--- config.mk ---
export PLATFORM = sky130hd
export DESIGN_NAME = bus_agent_id
export DESIGN_NICKNAME = d
export VERILOG_FILES = /design/src/rtl/bus_agent_id.sv
export SDC_FILE = /design/constraint.sdc
export NUM_CORES = 1
export LEC_CHECK = 0
export ABC_AREA = 1
export BUFFER_PORTS_ARGS = -buffer_cell sky130_fd_sc_hd__buf_2
export CAP_MARGIN = 20
export CORE_AREA = 2 2 39 41
export CTS_CLUSTER_DIAMETER = 40
export DETAILED_ROUTE_END_ITERATION = 10
export DIE_AREA = 0 0 41 43
export PLACE_DENSITY = 0.49
export SLEW_MARGIN = 15
export SYNTH_ARGS = -nofsm -noshare
export SYNTH_HDL_FRONTEND = slang
export SYNTH_SLANG_ARGS = --single-unit
--- constraint.sdc ---
create_clock -name clk -period 2 [get_ports clk]
set_input_delay 0.1 -clock clk [delete_from_list [all_inputs] [get_ports clk]]
set_output_delay 0.1 -clock clk [all_outputs]
set_load 0.05 [all_outputs]
--- src/rtl/bus_agent_id.sv ---
module bus_agent_id #(
  parameter int PINS = 4,
  parameter int SYNC = 2,
  localparam int IDW = (PINS > 1) ? $clog2(PINS) : 1
) (
  input  logic            clk,
  input  logic            rst_n,
  input  logic [PINS-1:0] req_n,
  output logic [IDW-1:0]  agent_id,
  output logic            id_valid,
  output logic            id_error
);

  logic [PINS-1:0] stage [SYNC];
  logic [PINS-1:0] active;
  logic [IDW-1:0]  hit_idx;
  logic            single;
  logic            armed;

  always_ff @(posedge clk) begin
    stage[0] <= req_n;
    for (int i = 1; i < SYNC; i++) stage[i] <= stage[i-1];
  end

  assign active = ~stage[SYNC-1];
  assign single = ($countones(active) == 1);

  always_comb begin
    hit_idx = '0;
    for (int i = 0; i < PINS; i++)
      if (active[i]) hit_idx = IDW'(i);
  end

  always_ff @(posedge clk or negedge rst_n) begin
    if (!rst_n) armed <= 1'b0;
    else        armed <= 1'b1;
  end

  always_ff @(posedge clk or negedge rst_n) begin
    if (!rst_n) begin
      id_valid <= 1'b0;
      id_error <= 1'b0;
      agent_id <= '0;
    end else if (!armed) begin
      id_valid <= 1'b1;
      id_error <= !single;
      agent_id <= single ? hit_idx : '0;
    end
  end

  assert_capture_once_R2: assert property (@(posedge clk) disable iff (!rst_n)
    !id_valid |=> id_valid);

  assert_hold_after_capture_R6: assert property (@(posedge clk) disable iff (!rst_n)
    id_valid |=> id_valid && $stable(agent_id) && $stable(id_error));

  assert_error_forces_zero_R4: assert property (@(posedge clk) disable iff (!rst_n)
    id_error |-> agent_id == '0);

  assert_error_needs_valid_R5: assert property (@(posedge clk) disable iff (!rst_n)
    id_error |-> id_valid);

endmodule

Word-level counts from Yosys, hierarchy flattened --
Memories as Yosys holds them, arrays and structs flattened. Cells that the tools add are included.
Word-level totals: input port bits 6, memory bits (writable) 8, register bits after elaboration 5, output and inout port bits 4, memories kept 1, logic and storage cells 15
Memories:
- stage | words 2, width 4, read ports 2, clocked after Yosys merged registers in 0, write ports 2, line 14 | logic [PINS-1:0] stage [SYNC];
Cells by class: mux-type cells 4, bitwise operators 1, equality and inequality tests 1, reduce and logical (&&, ||, !) cells 1, add/subtract/negate cells 3
Operators by type and width (number):
- 2-to-1 mux 2 bit | 3
- adder 1 x 1 -> 2 bit | 2
- NOT 4 bit | 1
- adder 2 x 2 -> 3 bit | 1
- equality test 3 x 1 -> 1 bit (second input constant) | 1
- logical NOT 1 bit | 1
- 2-to-1 mux 1 bit | 1

Depth between registers and ports, before layout --
Gate-level depths: netlist (run 1). An unclocked memory read counts as a cell.
depth in word-level cells 6, depth in mapped cells 9

Least setup slack after synthesis (run 1) --
OpenSTA, ideal clock, no wires.
path kind reg2reg, from memory stage[1][0] (netlist: stage[0][4]), to register agent_id[1], setup time 0.066 ns, path buffers 0, period minus slack after synthesis 1.671 ns, arrival time 1.605 ns, slack 0.329 ns, stages on the path, launching flop included 10, cell sequence dfxtp_1 > fa_1 > inv_1 > ha_1 > ha_1 > inv_1 > nand2_4 > nor2_4 > nand2_1 > nand2_1
RTL lines:
- start, declared | line 14
- end signal, assigned | line 47 | agent_id <= single ? hit_idx : '0;
- end, declared | line 9 | output logic [IDW-1:0] agent_id,

==> metrics.yaml, run 1 <==
timing:
  fin_ws_ns: 0.283
  finalHoldViolCount: 0
  min_period_ns: 1.72
  timing.fmax_mhz: 582
  rsz0062_at_grt: "no"
  drv_slew: 0
  min_period_over_period: 0.858
  setup_tns_ns: 0
  setup_viol_count_final: 0
  fin_skew_ns: 0.00476
critical_path:
  critPathKind: "reg2reg"
  r2r_start: "stage[0][4]$_DFF_P_"
  r2r_slack_ns: 0.28
  crit_fanout: 3
  rr_worst_depth: 9
  startpoint_type: "flop"
  crit_path_end_kind: "flop"
  worstSetupStartpoint: "stage[0][4]$_DFF_P_"
  cp.required_ns: 2.21
  cp.arrival_ns: 1.93
die:
  die_w_um: 41
  dieArea_um2: 1760
  core_um2: 1380
  chipHeight_um: 43
  core.rowCount: 14
  initial_core_util: 0.316
  io-pin-count: 10
global_routing:
  antenna_found_initial: 0
  grt_use_total: 0.0832
  grt_pass1_vias: 264
  grt_first_pass_wirelength_um: 910
  gr-total-overflow: 0
  grt_max_degree: 9
final_layout:
  layout-drive-gt1-share: 0.298
  diodes: 0
  nNetsFinal: 67
  areaGrowthSynthToFinish_pct: 32.7
  fin_util: 0.419
  stdcell_count: 73
  n_fill_cell: 137
detailed_routing:
  vias_per_cell: 3.67
  antenna_left: 0
  dr.pass1.iters: 2
  drt_wl_total_um: 539
  initialDrtViolationCount: 3
  route.detailed.drc: 0
  vias: 268
  wl_per_cell_um: 7.38
logic_synthesis:
  synthSimpleGateAreaFrac: 0.175
  synthesis.area_um2: 437
  ys_ff_latch: 13
  synth-compound-area-share: 0
  synth_top_family_by_area: "simple AND/OR/NAND/NOR gates"
  synthCells: 39
  synthMuxAreaShare: 0
  synth_nets: 48
  synth_xor_area_frac: 0
  synth_cell_type_count: 13
  synth_warnings: 0
  synth-seq-area-share: 0.653
  syn_avg_cell_area_um2: 11.2
  synth_fa_ha_area_frac: 0.103
cts:
  cts_max_level: 1
  cts_tree: "done"
  cts_root_buf: "clkbuf_4"
  clk_pin_slew_worst_paths_ns: 0.08
  cts_made_buffers: 3
  clock_latency_ns: 0.27
  cts_buffer_depth: 2
  clkSinkCount: 13
placement:
  portBuffers: 9
  pre_cts_slack_ns: 0.268
  place_inst: 64
  dp.final_hpwl_um: 406
  globalplace.congestion: 0.610
power_and_ir_drop:
  vdd_ir_drop_max_mv: 0.481
  power.density_nw_per_um2: 934
  fin_total_pwr_mw: 0.541
  power.leakage_nw: 0.298
flow_run:
  cap_violations: 0
min_path:
  hold_class: "in2async"
outcome:
  status: "finished clean"
==> cell usage after synthesis <==
library cell,instances,area (um^2)
dfxtp_1,8,160
dfrtp_1,5,125
nand2_4,1,11.3
ha_1,2,25.0
or2_1,1,6.26
nand2_2,1,6.26
nor2_1,2,7.51
nand2_1,9,33.8
conb_1,1,3.75
inv_2,1,3.75
fa_1,1,20.0
inv_1,6,22.5
nor2_4,1,11.3
==> placed cells by master (no fill, tap or decap) <==
master         instances
buf_2                  9
or2_1                  1
dfxtp_1                8
clkinv_2               1
clkbuf_4               3
nand2_1                9
fa_1                   1
inv_1                  6
inv_2                  1
conb_1                 1
nand2_4                1
dfrtp_1                5
dlygate4sd3_1          5
nand2_2                1
nor2_1                 2
ha_1                   2
nor2_4                 1
==> critical path: stages (launching register included) <==
cell     delay, ns
dfxtp_1       0.32
fa_1          0.52
inv_1         0.04
ha_1          0.17
ha_1          0.26
inv_1         0.09
nand2_4       0.05
nor2_4        0.11
nand2_1       0.06
nand2_1       0.05
==> power by group <==
group	leakage [nW]	total (mW)	switching (mW)	internal, mW
Sequential	0.125	0.288	0.00871	0.279
Combinational	0.155	0.0971	0.0639	0.0331
Clock	0.0177	0.156	0.0819	0.0739
Total	0.298	0.541	0.155	0.386
==> area by class of cell <==
class | instances | area [um^2] | share of cell area
clock buffer | 3 | 22.5 | 0.0389
clock inverter | 1 | 5.00 | 0.00864
inverter | 7 | 26.3 | 0.0454
multi-input combinational | 19 | 125 | 0.216
sequential | 13 | 285 | 0.492
tap | 16 | 20.0 | 0.0346
timing repair buffer | 14 | 95.1 | 0.164
==> worst paths after layout <==
kind                                           end
max                        agent_id[1]$_DFFE_PN0N_
min                        agent_id[1]$_DFFE_PN0N_
max reg2reg                agent_id[1]$_DFFE_PN0N_
min reg2reg                    stage[0][5]$_DFF_P_
max in group asynchronous  agent_id[0]$_DFFE_PN0N_
min in group clk               stage[0][5]$_DFF_P_
==> kinds of logic (layout without fill, tap and decap cells) <==
family	after synthesis	after routing
and+or+nand+nor	15	15
DFF	13	13
buffers and inverters	7	25
adders and majority gates	3	3
other	1	1
==> per-layer routing <==
| layer | track usage | part of all wire | up-vias |
|---|---|---|---|
| met4 | 0.0400 | 0 | 0 |
| met2 | 0.128 | 0.48 | 10 |
| li1 | - | - | 149 |
| met3 | 0.0628 | 0.082 | 0 |
| met1 | 0.0767 | 0.44 | 109 |
| met5 | 0 | 0 | - |
==> flip-flops by register name, indices dropped and copies added (netlist names) <==
register,count
agent_id,2
id_valid,1
id_error,1
stage,8
armed,1
==> repair_timing <==
action,in CTS,in global routing
buffers inserted,0,0
endpoints found under the setup margin,0,0
gates resized for setup,0,0
endpoints found under the hold margin,9,0
hold buffers,5,0
==> through the flow <==
step | hold WS [ns] | area [um^2]
after detailed placement | -0.0775 | 502
after CTS | 0.158 | 579
final | 0.167 | 579
after global placement | -0.0809 | 502
after floorplan | -0.196 | 437
after global routing | 0.171 | 579
No activity file was read; power rests on OpenSTA's default activity.
==> run 2: changes to the inputs <==
- BUFFER_PORTS_ARGS: -buffer_cell sky130_fd_sc_hd__buf_2 -> default
- DONT_BUFFER_PORTS: default -> 1
- PLACE_DENSITY: 0.49 -> 0.43
==> metrics.yaml, run 2 (same netlist as run 1, synthesis figures left out) <==
outcome:
  status: "finished clean"
detailed_routing:
  vias_per_cell: 3.97
  dr.pass1.iters: 2
  vias: 254
  initialDrtViolationCount: 2
  drt_wl_total_um: 500
  wl_per_cell_um: 7.81
  antenna_left: 0
  route.detailed.drc: 0
cts:
  cts_resized: 0
  cts_max_level: 1
  cts_made_buffers: 3
  cts_buffer_depth: 2
  clk_pin_slew_worst_paths_ns: 0.08
  clkSinkCount: 13
  clock_latency_ns: 0.26
  cts_root_buf: "clkbuf_4"
  cts_tree: "done"
global_routing:
  grt_max_degree: 8
  antenna_found_initial: 0
  grt_pass1_vias: 247
  grt_use_total: 0.0793
  gr-total-overflow: 0
  grt_first_pass_wirelength_um: 883
power_and_ir_drop:
  power.leakage_nw: 0.260
  p_clk_frac: 0.289
  p_comb_frac: 0.094
  p_sw_mw: 0.146
  intPower_mw: 0.379
  vdd_ir_drop_max_mv: 0.543
  power.density_nw_per_um2: 986
  p_seq_frac: 0.617
  switching_share: 0.278
  fin_total_pwr_mw: 0.525
critical_path:
  rr_worst_depth: 9
  cp.arrival_ns: 1.94
  critPathKind: "reg2reg"
  r2r_start: "stage[0][4]$_DFF_P_"
  crit_path_end_kind: "flop"
  r2r_slack_ns: 0.27
  path_cells: "fa_1 -> inv_1 -> ha_1 -> ha_1 -> inv_1 -> nand2_4 -> nor2_4 -> nand2_1 -> nand2_1"
  cp.required_ns: 2.21
  crit_fanout: 3
  worst_path_max_delay_cell: "fa_1"
  startpoint_type: "flop"
  r2r_end: "agent_id[1]$_DFFE_PN0N_"
  critPathMaxStageDelay_ns: 0.53
die:
  core.rowCount: 14
  initial_core_util: 0.316
  core_um2: 1380
  die_w_um: 41
  dieArea_um2: 1760
  io-pin-count: 10
  chipHeight_um: 43
placement:
  globalplace.congestion: 0.670
  place_inst: 55
  portBuffers: 0
final_layout:
  layout_commonest_cell: "nand2_1"
  largest_register_ffs: 8
  regMostFlops: "stage"
  layout-drive-gt1-share: 0.146
  stdcell_count: 64
  n_fill_cell: 144
  areaGrowthSynthToFinish_pct: 22.1
  reg.largest.list: "stage (8), agent_id (2)"
  diodes: 0
  most-common-layout-cells: "nand2_1, dfxtp_1, inv_1, dfrtp_1, dlygate4sd3_1"
  nNetsFinal: 58
  fin_util: 0.385
timing:
  drv_slew: 0
  rsz0062_at_grt: "no"
  setup_tns_ns: 0
  fin_skew_ns: 0.00796
  timing.fmax_mhz: 577
  finalHoldViolCount: 0
  min_period_over_period: 0.867
  min_period_ns: 1.73
  setup_viol_count_final: 0
min_path:
  hold_class: "in2async"
flow_run:
  cap_violations: 0
[run 2: changes by cell type in the layout (fill, tap and decap cells not counted)]
| cell | delta |
|---|---|
| buf_2 | -9 |
| clkinv_2 | -1 |
| clkbuf_1 | +1 |
[run 2: power groups by stage]
stage	Clock (mW)	Combinational, mW	Sequential [mW]
2_1_floorplan	0	0.0360	0.328
3_3_place_gp	0	0.0394	0.330
3_5_place_dp	0	0.0414	0.331
4_1_cts	0.157	0.0505	0.325
5_1_grt	0.177	0.0565	0.327
6_report	0.152	0.0491	0.324
[run 2: worst max-delay path, delay by kind of cell, from the launching register on]
kind / cells / cell delay [ns]
adders and majority gates: 3 / 0.96
DFF: 1 / 0.32
and+or+nand+nor: 4 / 0.28
buffers and inverters: 2 / 0.13
[run 2: worst max-delay path by stage]
stage                         from                 endpoint  slack [ns]
5_1_grt        stage[0][4]$_DFF_P_  agent_id[1]$_DFFE_PN0N_        0.18
3_5_place_dp   stage[0][4]$_DFF_P_  agent_id[1]$_DFFE_PN0N_        0.26
4_1_cts        stage[0][4]$_DFF_P_  agent_id[1]$_DFFE_PN0N_        0.25
6_report       stage[0][4]$_DFF_P_  agent_id[1]$_DFFE_PN0N_        0.27
2_1_floorplan  stage[0][4]$_DFF_P_  agent_id[1]$_DFFE_PN0N_        0.33
3_3_place_gp   stage[0][4]$_DFF_P_  agent_id[0]$_DFFE_PN0N_        0.29
[run 2: final cells by class]
type | count | area, um^2 | area share
multi-input combinational | 19 | 125 | 0.235
sequential | 13 | 285 | 0.535
inverter | 7 | 26.3 | 0.0493
clock buffer | 4 | 26.3 | 0.0493
timing repair buffer | 5 | 50.0 | 0.0939
tap | 16 | 20.0 | 0.0376
[run 2: routing by layer]
layer  wire length, um  share of wire  global-route usage  vias up
li1                  -              -                   -      127
met1               203           0.41              0.0705      120
met2               260           0.52               0.122        7
met3                36          0.072              0.0628        0
met4                 0              0              0.0400        0
met5                 0              0                   0        -
[run 2: through the flow]
stage	area (um^2)	setup WS, ns	hold slack (ns)
detailed placement	457	0.259	-0.196
global placement	457	0.287	-0.195
CTS	533	0.251	0.117
finish	533	0.267	0.114
floorplan	437	0.329	-0.196
global route	533	0.176	0.108
[run 2: repair_timing]
action / in CTS / in global routing
hold buffers: 5 / 0
setup buffers: 0 / 0
endpoints found under the hold margin: 9 / 0
endpoints found under the setup margin: 0 / 0
